===== config.mk =====
export PLATFORM = sky130hd
export DESIGN_NAME = fetch_line_buf_ctrl
export DESIGN_NICKNAME = d
export VERILOG_FILES = /design/src/rtl/fbm_pkg.sv /design/src/rtl/fbm_free_fifo.sv /design/src/rtl/fbm_line_tracker.sv /design/src/rtl/fetch_line_buf_ctrl.sv
export SDC_FILE = /design/constraint.sdc
export NUM_CORES = 1
export LEC_CHECK = 0
export BUFFER_PORTS_ARGS = -buffer_cell sky130_fd_sc_hd__buf_2
export CORE_MARGIN = 2
export CORE_UTILIZATION = 61
export DETAILED_ROUTE_END_ITERATION = 12
export HOLD_SLACK_MARGIN = 0.08
export PLACE_DENSITY = 0.82
export SYNTH_ARGS = -nofsm -noshare
export SYNTH_HDL_FRONTEND = slang
export SYNTH_HIERARCHICAL = 1
export SYNTH_SLANG_ARGS = --single-unit

===== constraint.sdc =====
create_clock -name clk_i -period 4.25 [get_ports clk_i]
set_input_delay 0.2125 -clock clk_i [delete_from_list [all_inputs] [get_ports clk_i]]
set_output_delay 0.2125 -clock clk_i [all_outputs]
set_load 0.01 [all_outputs]

===== src/rtl/fbm_pkg.sv =====
package fbm_pkg;
  typedef enum logic {
    LN_RSVD   = 1'b0,
    LN_FILLED = 1'b1
  } line_st_e;
endpackage


===== src/rtl/fbm_free_fifo.sv =====
module fbm_free_fifo #(
  parameter int DEPTH = 4
) (
  input  logic                         clk_i,
  input  logic                         rst_ni,
  input  logic                         flush_i,
  input  logic                         pop_i,
  input  logic                         push_i,
  input  logic [$clog2(DEPTH)-1:0]     push_slot_i,
  output logic [$clog2(DEPTH)-1:0]     head_o,
  output logic [$clog2(DEPTH+1)-1:0]   cnt_o
);
  localparam int IDX_W = $clog2(DEPTH);
  localparam int CNT_W = $clog2(DEPTH+1);

  logic [IDX_W-1:0] slot_q [DEPTH];
  logic [IDX_W-1:0] rd_q, wr_q;
  logic [CNT_W-1:0] cnt_q;

  always_ff @(posedge clk_i or negedge rst_ni) begin
    if (!rst_ni) begin
      for (int i = 0; i < DEPTH; i++) slot_q[i] <= IDX_W'(i);
      rd_q  <= '0;
      wr_q  <= '0;
      cnt_q <= CNT_W'(DEPTH);
    end else if (flush_i) begin
      for (int i = 0; i < DEPTH; i++) slot_q[i] <= IDX_W'(i);
      rd_q  <= '0;
      wr_q  <= '0;
      cnt_q <= CNT_W'(DEPTH);
    end else begin
      if (pop_i) rd_q <= rd_q + 1'b1;
      if (push_i) begin
        slot_q[wr_q] <= push_slot_i;
        wr_q         <= wr_q + 1'b1;
      end
      cnt_q <= cnt_q + CNT_W'(push_i) - CNT_W'(pop_i);
    end
  end

  assign head_o = slot_q[rd_q];
  assign cnt_o  = cnt_q;


  pop_nonempty_chk: assert property (@(posedge clk_i) disable iff (!rst_ni)
    (pop_i && !flush_i) |-> (cnt_q != '0));

  push_nonfull_chk: assert property (@(posedge clk_i) disable iff (!rst_ni)
    (push_i && !flush_i) |-> (cnt_q != CNT_W'(DEPTH)));
endmodule


===== src/rtl/fbm_line_tracker.sv =====
module fbm_line_tracker
  import fbm_pkg::*;
#(
  parameter int ADDR_W = 32,
  parameter int DEPTH  = 4
) (
  input  logic                       clk_i,
  input  logic                       rst_ni,
  input  logic                       flush_i,
  input  logic                       push_i,
  input  logic [ADDR_W-1:0]          push_addr_i,
  input  logic [$clog2(DEPTH)-1:0]   push_slot_i,
  input  logic                       fill_i,
  input  logic [ADDR_W-1:0]          fill_addr_i,
  input  logic [ADDR_W-1:0]          pc_line_i,
  input  logic                       rel_en_i,
  output logic                       empty_o,
  output logic [ADDR_W-1:0]          newest_o,
  output logic                       rel_o,
  output logic [$clog2(DEPTH)-1:0]   rel_slot_o,
  output logic [$clog2(DEPTH+1)-1:0] cnt_o
);
  localparam int IDX_W = $clog2(DEPTH);
  localparam int CNT_W = $clog2(DEPTH+1);

  // age-ordered ring: head_q oldest, tail_q-1 newest
  logic [ADDR_W-1:0] addr_q [DEPTH];
  logic [IDX_W-1:0]  slot_q [DEPTH];
  line_st_e          st_q   [DEPTH];
  logic [IDX_W-1:0]  head_q, tail_q;
  logic [CNT_W-1:0]  cnt_q;

  logic [DEPTH-1:0] held, fill_hit, pc_hit, dup_hit, filled;

  for (genvar j = 0; j < DEPTH; j++) begin : g_ent
    logic [IDX_W-1:0] age;
    assign age         = IDX_W'(j) - head_q;
    assign held[j]     = {1'b0, age} < cnt_q;
    assign filled[j]   = held[j] && (st_q[j] == LN_FILLED);
    assign fill_hit[j] = fill_i && held[j] && (st_q[j] == LN_RSVD) && (addr_q[j] == fill_addr_i);
    assign pc_hit[j]   = held[j] && (addr_q[j] == pc_line_i);
    assign dup_hit[j]  = held[j] && (addr_q[j] == push_addr_i);
  end

  logic pc_filled, pc_is_head;
  assign pc_filled  = |(pc_hit & filled);
  assign pc_is_head = pc_hit[head_q];

  assign rel_o      = rel_en_i && !flush_i && (cnt_q != '0) && filled[head_q] &&
                      pc_filled && !pc_is_head;
  assign rel_slot_o = slot_q[head_q];
  assign empty_o    = (cnt_q == '0);
  assign newest_o   = addr_q[tail_q - 1'b1];
  assign cnt_o      = cnt_q;

  always_ff @(posedge clk_i or negedge rst_ni) begin
    if (!rst_ni) begin
      for (int i = 0; i < DEPTH; i++) begin
        addr_q[i] <= '0;
        slot_q[i] <= '0;
        st_q[i]   <= LN_RSVD;
      end
      head_q <= '0;
      tail_q <= '0;
      cnt_q  <= '0;
    end else if (flush_i) begin
      for (int i = 0; i < DEPTH; i++) st_q[i] <= LN_RSVD;
      head_q <= '0;
      tail_q <= '0;
      cnt_q  <= '0;
    end else begin
      for (int i = 0; i < DEPTH; i++)
        if (fill_hit[i]) st_q[i] <= LN_FILLED;
      if (push_i) begin
        addr_q[tail_q] <= push_addr_i;
        slot_q[tail_q] <= push_slot_i;
        st_q[tail_q]   <= LN_RSVD;
        tail_q         <= tail_q + 1'b1;
      end
      if (rel_o) head_q <= head_q + 1'b1;
      cnt_q <= cnt_q + CNT_W'(push_i) - CNT_W'(rel_o);
    end
  end


  dup_line_chk: assert property (@(posedge clk_i) disable iff (!rst_ni)
    push_i |-> (dup_hit == '0));

  one_fill_chk: assert property (@(posedge clk_i) disable iff (!rst_ni)
    $onehot0(fill_hit));

  ring_full_chk: assert property (@(posedge clk_i) disable iff (!rst_ni)
    push_i |-> (cnt_q != CNT_W'(DEPTH)));
endmodule


===== src/rtl/fetch_line_buf_ctrl.sv =====
module fetch_line_buf_ctrl #(
  parameter int ADDR_W     = 32,
  parameter int LINE_BYTES = 64,
  parameter int DEPTH      = 4
) (
  input  logic                                   clk_i,
  input  logic                                   rst_ni,
  input  logic [ADDR_W-1:0]                      pc_i,
  input  logic                                   flush_i,
  input  logic                                   fetch_go_i,
  output logic                                   req_valid_o,
  output logic [ADDR_W-1:0]                      req_addr_o,
  output logic [$clog2(DEPTH)-1:0]               req_slot_o,
  input  logic                                   fill_valid_i,
  input  logic [ADDR_W-1:0]                      fill_addr_i,
  output logic                                   has_space_o,
  output logic [$clog2(LINE_BYTES*DEPTH)-1:0]    rd_ptr_o
);
  localparam int IDX_W = $clog2(DEPTH);
  localparam int CNT_W = $clog2(DEPTH+1);
  localparam int BUF_W = $clog2(LINE_BYTES*DEPTH);
  localparam logic [ADDR_W-1:0] OFF_MASK = ADDR_W'(LINE_BYTES - 1);

  initial line_pow2_chk: assert ((LINE_BYTES & (LINE_BYTES - 1)) == 0 && DEPTH >= 2);

  logic [ADDR_W-1:0] pc_line, trk_newest;
  logic [IDX_W-1:0]  free_head, rel_slot;
  logic [CNT_W-1:0]  free_cnt, held_cnt;
  logic              trk_empty, trk_rel, issue;
  logic [BUF_W-1:0]  rd_q;
  logic              restart_q;

  assign pc_line     = pc_i & ~OFF_MASK;
  assign has_space_o = (free_cnt != '0);
  assign req_valid_o = has_space_o && !flush_i;
  assign issue       = req_valid_o && fetch_go_i;
  assign req_addr_o  = trk_empty ? pc_line : trk_newest + ADDR_W'(LINE_BYTES);
  assign req_slot_o  = free_head;
  assign rd_ptr_o    = rd_q;

  fbm_free_fifo #(.DEPTH(DEPTH)) i_free (
    .clk_i       (clk_i),
    .rst_ni      (rst_ni),
    .flush_i     (flush_i),
    .pop_i       (issue),
    .push_i      (trk_rel),
    .push_slot_i (rel_slot),
    .head_o      (free_head),
    .cnt_o       (free_cnt)
  );

  fbm_line_tracker #(.ADDR_W(ADDR_W), .DEPTH(DEPTH)) i_trk (
    .clk_i       (clk_i),
    .rst_ni      (rst_ni),
    .flush_i     (flush_i),
    .push_i      (issue),
    .push_addr_i (req_addr_o),
    .push_slot_i (free_head),
    .fill_i      (fill_valid_i),
    .fill_addr_i (fill_addr_i),
    .pc_line_i   (pc_line),
    .rel_en_i    (!has_space_o),
    .empty_o     (trk_empty),
    .newest_o    (trk_newest),
    .rel_o       (trk_rel),
    .rel_slot_o  (rel_slot),
    .cnt_o       (held_cnt)
  );

  always_ff @(posedge clk_i or negedge rst_ni) begin
    if (!rst_ni) begin
      rd_q      <= '0;
      restart_q <= 1'b0;
    end else if (flush_i) begin
      rd_q      <= '0;
      restart_q <= 1'b1;
    end else if (issue && trk_empty) begin
      rd_q      <= restart_q ? BUF_W'(pc_i & OFF_MASK) : '0;
      restart_q <= 1'b0;
    end
  end


  slot_conserve_chk: assert property (@(posedge clk_i) disable iff (!rst_ni)
    (32'(free_cnt) + 32'(held_cnt)) == DEPTH);

  next_line_chk: assert property (@(posedge clk_i) disable iff (!rst_ni)
    issue |=> (req_addr_o == $past(req_addr_o) + ADDR_W'(LINE_BYTES)));

  release_free_chk: assert property (@(posedge clk_i) disable iff (!rst_ni)
    (trk_rel && !flush_i) |=> (has_space_o && req_slot_o == $past(rel_slot)));

  flush_clear_chk: assert property (@(posedge clk_i) disable iff (!rst_ni)
    flush_i |=> (has_space_o && req_slot_o == '0 && rd_ptr_o == '0));

  restart_ptr_chk: assert property (@(posedge clk_i) disable iff (!rst_ni)
    (issue && trk_empty && restart_q) |=> (rd_ptr_o == BUF_W'($past(pc_i) & OFF_MASK)));
endmodule


==> out/qor.txt <==
Die H = 141 um
Clk sinks = 169
Fmax = 244 MHz
WP data arrival = 3.89 ns
Compound-gate portion of the synthesized area = 5.91%
Port-buffer cells = 110
Crit Path Max Fanout = 19
Setup crit start kind = register
Buf+Inv Stages, Crit Path = 3
Share of cells above drive strength 1 = 31.0%
Worst r2r src = i_trk/head_q[1]
I/O Pins = 113
Die W = 141 um
Fraction of registers with async set/reset = 100%
Synth unique cells = 66
Design area = 13000 um2
Crit path max-delay family = simple AND/OR/NAND/NOR gates
Max incr delay on CP = 0.51 ns
Setup TNS Final = 0 ns
Largest family of logic cells by synthesized area = multiplexers
Worst reg2reg path endpoint = i_trk/cnt_o[2]
Rows = 50
Drc violations = 0
Setup violations, final = 0
Initial Util = 61.6%
Final min period = 4.10 ns
Syn_area_per_cell = 11.3 um2
Final std cells w/o fill = 1389
Slew Viols, Final = 0
# diodes = 0
Antenna Nets Post-Route = 0
Initial antenna violation count = 0
Total Wirelength = 39500 um
Gpl congestion = 1.08
Placed cells = 1350
Max cap viols = 0
Hold_sp = fetch_go_i
Maximum number of pins on one net before global-route repair = 93
CTS max path bufs = 2
CTS tree = built
Seq/Total Area, Yosys = 37.0%
Vias in the first global route = 9069
Leak = 0.00598 uW
Number of flops mapped to enable cells by yosys = 0
Pwr/cell area = 471 nW/um2
Post-Synthesis Cells = 1010
Post-synthesis xor/xnor area fraction = 20.7%
Via Count = 9182
Most used DFF post-synth = dfrtp_1
Synth Area in Simple Gates = 10.8%
Fin. Hold Viols = 0
Commonest cells after routing, fill and taps aside = xor2_1, dfrtp_1, mux2_2
Crit path kind = register to output port
Root buffer cell = clkbuf_16
Core area = 18600 um2
# resized after CTS = 0
CP cell instances = inv_1 > ha_1 > buf_4 > mux4_2 > and4_1 > nand3_1 > or4_1 > a31oi_1 > buf_2
First-pass DRT Iterations = 6
Mapped Area = 11400 um2
Die area = 19900 um2
RSZ-0062 raised after global routing = false
Flops & latches, synth = 169
CTS H-Tree Depth = 4
Clk_lat worst skew = 0.44 ns
Mux cell area share after synthesis = 20.8%
Slowest stage cell on the critical path = or4_1
Element type at the critical path end = output port
Clk slew on worst S/H paths = 0.08 ns
Placed inst area = 12400 um2
R2R cell count = 15
Hold Path End = restart_q
Hpwl dp = 30700 um
Global Route Usage Sum = 40.9%
Most common cell after layout, fill and taps aside = xor2_1
Number of buffers created by CTS = 17
Vias per cell = 6.61
Hold crit path type = input pin to register
Warning count from the yosys run = 6
Status = completed
Nets@finish = 1230
Global-route wire length before repair = 58700 um
Avg WL per Cell = 28.4 um
Iteration-0 DRC Markers = 1065
Fin crit share = 96.5%
Hold path depth = 3
Required time worst endpoint = 4.04 ns
Least-Margin Pin Slew = 0.892 ns
Skew final = 0.0146 ns
Synth-to-layout area growth = 13.8%
Adder-cell share of the synthesized area = 2.21%
Setup slack, reg-to-reg = 0.56 ns
Max VDD drop = 0.000428 V
Worst slew margin = 40.5%
Overflow after GRT = 0
stage by stage:
stage	hold WS [ns]	setup slack, ns	utilization (%)	power (uW)
after floorplan	-0.0831	0.153	-	3580
after global placement	0.337	0.673	66.5	4440
after detailed placement	0.351	0.613	66.5	4480
after CTS	0.117	0.230	70.1	6110
after global routing	0.148	0.0498	70.1	6360
final	0.134	0.147	70.1	6140
power by group:
group	internal (uW)	switching, uW
combinational	915	1200
clock	844	756
sequential	1910	511
total	3670	2470
worst register-to-register path, stage by stage (launching register included):
cell and delay [ns]:
dfrtp_1 0.60, inv_1 0.17, ha_1 0.32, a21boi_1 0.13
o21ba_2 0.26, or4_1 0.54, o311ai_1 0.15, o21a_1 0.19
nor2_1 0.06, ha_1 0.29, inv_1 0.06, ha_1 0.14
inv_1 0.05, fa_1 0.38, xnor2_1 0.17, nor2_1 0.06
timing repair:
item,4_1_cts,5_1_grt
hold endpoints to repair,92,0
buffers inserted,0,0
hold buffers,7,0
layout make-up:
type / count / area (um2)
multi-input combinational: 794 / 7020
fill: 1354 / 5550
sequential: 169 / 4240
timing repair buffer: 134 / 779
clock buffer: 17 / 425
tap: 234 / 293
clock inverter: 15 / 180
inverter: 26 / 97.6
sequential cells by signal, indices dropped and copies added (netlist names):
signal and flops:
i_trk/cnt_o 3, i_trk/tail_q 2, i_free/cnt_o 3, i_trk/st_q 4, restart_q 1, i_free/wr_q 2, i_trk/slot_q 8, i_free/slot_q 8
i_free/rd_q 2, i_trk/head_q 2, rd_ptr_o 6, i_trk/addr_q 128
synthesized netlist by cell type, types with 17 or more instances:
library cell / number / area share (%)
xor2_1: 165 / 13
inv_1: 25 / 0.82
xnor2_1: 103 / 7.9
nand2_1: 31 / 1.0
mux4_2: 34 / 6.7
nand3_1: 19 / 0.83
o21ai_0: 22 / 0.96
clkbuf_1: 36 / 1.2
nor2_1: 26 / 0.85
nand4_1: 33 / 1.8
ha_1: 17 / 1.9
dfrtp_1: 164 / 36
nor4_1: 43 / 2.4
mux2_2: 137 / 13
cells by family after synthesis:
logic type | Yosys count
DFF | 169
adders and majority gates | 19
muxes | 175
buffers and inverters | 72
other | 1
and+or+nand+nor | 210
AOI/OAI and AO/OA | 95
xor gates and xnor gates | 269
how the worst max path moves through the flow:
stage               depth (start not counted)             from           endpoint  slack [ns]
detailed placement                         15  i_trk/head_q[1]     i_trk/cnt_o[2]        0.61
floorplan                                  14  i_trk/tail_q[0]  i_trk/addr_q[120]        0.15
global route                                9  i_trk/tail_q[1]     req_addr_o[26]        0.05
finish                                      9  i_trk/tail_q[0]     req_addr_o[31]        0.15
CTS                                         9  i_trk/tail_q[0]     req_addr_o[29]        0.23
global placement                           15  i_trk/head_q[1]     i_trk/cnt_o[2]        0.67
per-layer routing:
metal / wire, um / global-route usage (%) / part of all wire [%]
met1: 16600 / 57.9 / 42
met5: 0 / 0 / 0
met2: 18100 / 63.2 / 46
met3: 3720 / 9.21 / 9.4
met4: 1160 / 13.1 / 2.9
Note: power is estimated with default switching activity, not from simulation.
